[config.mk]
export PLATFORM = sky130hd
export DESIGN_NAME = vmask_tail_writer
export DESIGN_NICKNAME = d
export VERILOG_FILES = /design/src/rtl/vmtp_pkg.sv /design/src/rtl/vmtp_classify.sv /design/src/rtl/vmtp_byte_merge.sv /design/src/rtl/vmask_tail_writer.sv
export SDC_FILE = /design/constraint.sdc
export NUM_CORES = 1
export LEC_CHECK = 0
export BUFFER_PORTS_ARGS = -buffer_cell sky130_fd_sc_hd__buf_2
export CAP_MARGIN = 20
export CELL_PAD_IN_SITES_DETAIL_PLACEMENT = 0
export CELL_PAD_IN_SITES_GLOBAL_PLACEMENT = 1
export CORE_AREA = 2 2 214 216
export DETAILED_ROUTE_END_ITERATION = 10
export DIE_AREA = 0 0 216 218
export HOLD_SLACK_MARGIN = 0.12
export PLACE_DENSITY_LB_ADDON = 0.1
export SLEW_MARGIN = 20
export SYNTH_ARGS = -nofsm -noshare
export SYNTH_HDL_FRONTEND = slang
export SYNTH_SLANG_ARGS = --single-unit
[constraint.sdc]
create_clock -name clk -period 0.8 [get_ports clk]
set_input_delay 0 -clock clk [delete_from_list [all_inputs] [get_ports clk]]
set_output_delay 0 -clock clk [all_outputs]
set_load 0.05 [all_outputs]
[src/rtl/vmtp_pkg.sv]
package vmtp_pkg;
    // per-byte disposition computed from element position and mask
    typedef enum logic [1:0] {
        CLS_KEEP   = 2'd0,   // prestart or no-body operation
        CLS_ACTIVE = 2'd1,
        CLS_MASKED = 2'd2,
        CLS_TAIL   = 2'd3
    } byte_cls_e;

    localparam logic [7:0] FILL_BYTE = 8'hFF;
endpackage

[src/rtl/vmtp_classify.sv]
module vmtp_classify
    import vmtp_pkg::*;
#(
    parameter int VLEN = 128
) (
    input  logic                                vm,
    input  logic [1:0]                          esz_i,
    input  logic [$clog2(VLEN/8+1)-1:0]         vl_i,
    input  logic [$clog2(VLEN/8+1)-1:0]         vstart_i,
    input  logic [VLEN-1:0]                     v0_i,
    output byte_cls_e                           cls_o [VLEN/8]
);
    localparam int NBYTES = VLEN / 8;
    localparam int IDXW   = $clog2(NBYTES + 1);

    logic no_body;
    assign no_body = (vstart_i >= vl_i);

    for (genvar b = 0; b < NBYTES; b++) begin : g_byte
        logic [IDXW-1:0] idx;
        assign idx = IDXW'(b) >> esz_i;

        always_comb begin
            if (no_body)                      cls_o[b] = CLS_KEEP;
            else if (idx >= vl_i)             cls_o[b] = CLS_TAIL;
            else if (idx < vstart_i)          cls_o[b] = CLS_KEEP;
            else if (!vm && !v0_i[idx])       cls_o[b] = CLS_MASKED;
            else                              cls_o[b] = CLS_ACTIVE;
        end
    end
endmodule

[src/rtl/vmtp_byte_merge.sv]
module vmtp_byte_merge
    import vmtp_pkg::*;
(
    input  byte_cls_e   cls_i,
    input  logic        vta,
    input  logic        vma,
    input  logic [7:0]  old_i,
    input  logic [7:0]  res_i,
    output logic [7:0]  byte_o,
    output logic        en_o
);
    logic [7:0] src;

    always_comb begin
        unique case (cls_i)
            CLS_ACTIVE: begin en_o = 1'b1; src = res_i;     end
            CLS_MASKED: begin en_o = vma;  src = FILL_BYTE; end
            CLS_TAIL:   begin en_o = vta;  src = FILL_BYTE; end
            default:    begin en_o = 1'b0; src = old_i;     end
        endcase
        byte_o = en_o ? src : old_i;
    end
endmodule

[src/rtl/vmask_tail_writer.sv]
module vmask_tail_writer
    import vmtp_pkg::*;
#(
    parameter int VLEN = 128
) (
    input  logic                            clk,
    input  logic                            rst_n,
    input  logic                            start,
    input  logic                            vm,
    input  logic                            vta,
    input  logic                            vma,
    input  logic [1:0]                      esz_i,
    input  logic [$clog2(VLEN/8+1)-1:0]     vl_i,
    input  logic [$clog2(VLEN/8+1)-1:0]     vstart_i,
    input  logic [VLEN-1:0]                 v0_i,
    input  logic [VLEN-1:0]                 old_vd_i,
    input  logic [VLEN-1:0]                 result_i,
    output logic                            done_o,
    output logic [VLEN-1:0]                 vd_o,
    output logic [VLEN/8-1:0]               be_o,
    output logic [$clog2(VLEN/8+1)-1:0]     vstart_o
);
    localparam int NBYTES = VLEN / 8;
    localparam int IDXW   = $clog2(NBYTES + 1);

    typedef struct packed {
        logic              done;
        logic [VLEN-1:0]   vd;
        logic [NBYTES-1:0] be;
        logic [IDXW-1:0]   vstart;
    } state_t;

    state_t st_d, st_q;

    byte_cls_e         cls [NBYTES];
    logic [VLEN-1:0]   merged;
    logic [NBYTES-1:0] merged_en;

    vmtp_classify #(.VLEN(VLEN)) u_cls (
        .vm       (vm),
        .esz_i    (esz_i),
        .vl_i     (vl_i),
        .vstart_i (vstart_i),
        .v0_i     (v0_i),
        .cls_o    (cls)
    );

    for (genvar b = 0; b < NBYTES; b++) begin : g_merge
        vmtp_byte_merge u_mrg (
            .cls_i  (cls[b]),
            .vta    (vta),
            .vma    (vma),
            .old_i  (old_vd_i[8*b +: 8]),
            .res_i  (result_i[8*b +: 8]),
            .byte_o (merged[8*b +: 8]),
            .en_o   (merged_en[b])
        );
    end

    always_comb begin
        st_d      = st_q;
        st_d.done = start;
        if (start) begin
            st_d.vd     = merged;
            st_d.be     = merged_en;
            st_d.vstart = '0;
        end
    end

    always_ff @(posedge clk or negedge rst_n) begin
        if (!rst_n) st_q <= '0;
        else        st_q <= st_d;
    end

    assign done_o   = st_q.done;
    assign vd_o     = st_q.vd;
    assign be_o     = st_q.be;
    assign vstart_o = st_q.vstart;
endmodule

==> flow_summary_export.csv <==
group,metric,value,unit
outcome,status,"complete, but fails checks",
outcome,violations,"negative hold slack, negative setup slack",
critical_path,path_cells,"buf_8 -> clkinvlp_4 -> buf_12 -> ha_4 -> nor2_4 -> buf_12 -> buf_4 -> mux2i_1 -> mux4_2 -> mux2i_2 -> o21a_1 -> a2111o_1 -> buf_6 -> o221a_1",
hold_path,min_path_type,"input pin to async pin",
flow_run,cap_violations,0,
grt,grt_overflow,0,
grt,grt_usage,21.8,%
critical_path,crit_buf_inv,6,
critical_path,cp_top_family,"compound AO/OA/AOI/OAI gates",
synth,synth_top_area_share,38.1,%
finish,drive_above_1_share,59.7,%
timing,report.final.hold_viol_count,13,
synth,yosys-mux-area-fraction,10.7,%
critical_path,r2r_end,"vd_o[126]",
cts,htree_levels,4,
pwr,power_frac_seq,27.3,%
critical_path,r2r_cells,3,
synth,avgSynthCellArea,9.96,um2
detailed_routing,drt-total-wl,52700,um
critical_path,slowest_delay,390,ps
pwr,ir_worst_vdd,1210,uV
critical_path,setup.worst_path.end_class,"flip-flop",
pwr,pwr-share-clk,24.3,%
synth,yosys-top-cells-area,"dfrtp_1 (38%), mux4_2 (7.1%), ha_1 (5.0%)",
pwr,p_sw,12.5,mW
floorplan,die_height,218,um
critical_path,cp-start-kind,"input pin",
timing,fin_ws,-1300,ps
critical_path,r2r_slack,-210,ps
synth,ys.warnings.count,0,
timing,maxSlewViolCount,0,
grt,antenna_found_initial,0,
finish,finish.utilization,48.8,%
timing,rsz0062_at_grt,"yes",
floorplan,core.rowCount,78,
synth,synth_fa_ha_area_share,4.99,%
pwr,power_density,1490,nW/um2
detailed_routing,num_vias,12273,
detailed_routing,wl_per_cell,20.2,um
floorplan,initial_core_util,21.2,%
cts,clock_path_buffers,2,
synth,synth.yosys.seq_area_share,38.1,%
timing,finClkSkew,0,ps
timing,clock.fmax,0.475,GHz
grt,grt_pass1_vias,12809,
critical_path,r2r-start,"vd_o[126]",
detailed_routing,drtIter0Drc,545,
synth,synthFlopType,"dfrtp_1",
critical_path,path_class,"input pin to flip-flop",
placement,dp_hpwl,37200,um
pwr,p_total,32.5,mW
floorplan,ioPinCount,552,
floorplan,die_area,47100,um2
cts,clk_pin_slew,70,ps
synth,synth-edff-count,0,
timing,hold_ws,-45.8,ps
finish,area_delta_synth_final,130,%
grt,grt_max_degree,54,
cts,cts_tree,"done",
timing,fin_crit_sh,263,%
finish,stdcell_count,2608,
synth,synth_compound_area_share,25.2,%
cts,cts.sinks,145,
cts,clk-insertion-delay-late,470,ps
critical_path,crit_required,1160,ps
cts,cts_root_buf,"clkbuf_16",
synth,yosys.area_share.simple,13.1,%
finish,antenna_cells,0,
detailed_routing,firstDrtPassIters,5,
cts,numCtsBuffers,17,
critical_path,slowest_stage,"a2111o_1",
cts,postCtsHoldBufs,262,
pwr,swShare,38.4,%
placement,dp.cells,2147,
detailed_routing,via_per_inst,4.71,
pwr,p_leak,9.63,nW
grt,grt_pass1_wl,77700,um
pwr,p_int,20.0,mW
synth,netlist.top_cell.by_area,"dfrtp_1",
detailed_routing,ant_nets,0,
finish,nNetsFinal,2437,
timing,setup_violations,289,
critical_path,critPathMaxFanout,9,
synth,synth_xor_area_share,1.09,%
timing,finalSetupTns,-188000,ps
synth,yosysMostFrequentCell,"dfrtp_1",
synth,syn-instance-count,956,
detailed_routing,route.detailed.drc,0,
floorplan,core,44900,um2
synth,ys_seq_elements,145,
synth,synthArstFlopShare,100,%
synth,synth_top_family_by_area,"compound AO/OA/AOI/OAI gates",
synth,syn_area,9520,um2
placement,gp_congestion,0.854,
timing,fin_crit,2100,ps
pwr,p_comb_share,48.4,%
placement,numPortBuffers,434,
floorplan,fp.dieW,216,um
synth,synthTopCellsByCount,"dfrtp_1 (145), nor2_1 (97), inv_1 (71), a21oi_1 (47), clkbuf_1 (44)",
synth,synth_cell_types,75,
critical_path,arrival,2470,ps
critical_path,cp_common_cell,"buf_12",
per-stage QoR:
stage | cell area, um2 | setup slack, ps
finish | 21900 | -1300
CTS | 20800 | -1280
global route | 21900 | -1370
floorplan | 9820 | -1870
detailed placement | 14300 | -1980
global placement | 14300 | -1920
worst max path at each step:
stage | startpoint | to | slack (ps) | cells after the start
floorplan | esz_i[1] | vd_o[80] | -1870 | 16
global placement | esz_i[1] | vd_o[66] | -1920 | 12
detailed placement | esz_i[1] | vd_o[78] | -1980 | 10
CTS | esz_i[0] | vd_o[79] | -1280 | 12
global route | esz_i[1] | vd_o[81] | -1370 | 14
finish | esz_i[1] | vd_o[80] | -1300 | 14
state kept, by name (all words and copies together) (netlist names):
| register | flops |
|---|---|
| vd_o | 128 |
| be_o | 16 |
| done_o | 1 |
cell type report:
cell class,count,area [um2]
flip-flops and latches,145,3630
well taps,600,751
multi-input cells,675,7160
fillers,4158,23000
clock inverters,12,114
inverters,72,307
repair buffers,1086,9500
clock buffers,18,429
layer usage:
metal | vias up | wire (um) | global-route usage [%]
met4 | 0 | 1510 | 7.76
met3 | 85 | 2260 | 3.92
met5 | - | 0 | 0
li1 | 5729 | - | -
met1 | 6080 | 22300 | 26.8
met2 | 379 | 26700 | 38.1
cell families (layout without fill, tap and decap cells):
logic type / after synthesis / in the layout
compound gates: 319 / 321
xor+xnor: 11 / 11
fa+ha+maj: 38 / 38
buf+inv: 144 / 1188
flops: 145 / 145
mux: 57 / 57
other cells: 1 / 5
simple gates: 241 / 243
repair_timing:
item / CTS / global route
hold endpoints to repair: 282 / 16
pin swaps: 118 / 89
gates cloned: 10 / 1
endpoints found under the setup margin: 289 / 289
buffers inserted: 98 / 68
gates resized for setup: 619 / 138
power groups by stage:
stage | Sequential [mW] | Clock (mW) | Combinational (mW)
after floorplan | 11.8 | 0 | 3.22
after global placement | 8.76 | 0 | 10.6
after detailed placement | 8.79 | 0 | 10.6
after CTS | 8.85 | 8.20 | 14.7
after global routing | 8.96 | 8.46 | 16.6
final | 8.87 | 7.90 | 15.7
layout by cell type, fill, tap and decap left out, drive strengths merged, types with 5 or more instances in the layout:
cell type	synthesis	routed
mux2i	14	14
a221oi	16	16
dfrtp	145	145
ha	38	38
clkbuf	45	22
o22ai	42	42
nor2b	13	13
o22a	15	15
a31oi	19	19
buf	27	820
conb	1	5
nand2	24	24
or3	14	14
o2111ai	9	9
a21o	5	5
xnor2	10	10
nand2b	20	20
nand3	11	11
nand3b	25	25
nor3	15	15
mux2	9	9
dlygate4sd3	0	262
mux4	34	34
o221a	32	32
nor2	99	101
a211o	6	6
inv	72	73
o21ai	44	44
a21oi	52	54
o221ai	16	16
o21a	23	23
o2bb2ai	11	11
clkinv	0	6
Power figures use the tool's default switching activity.
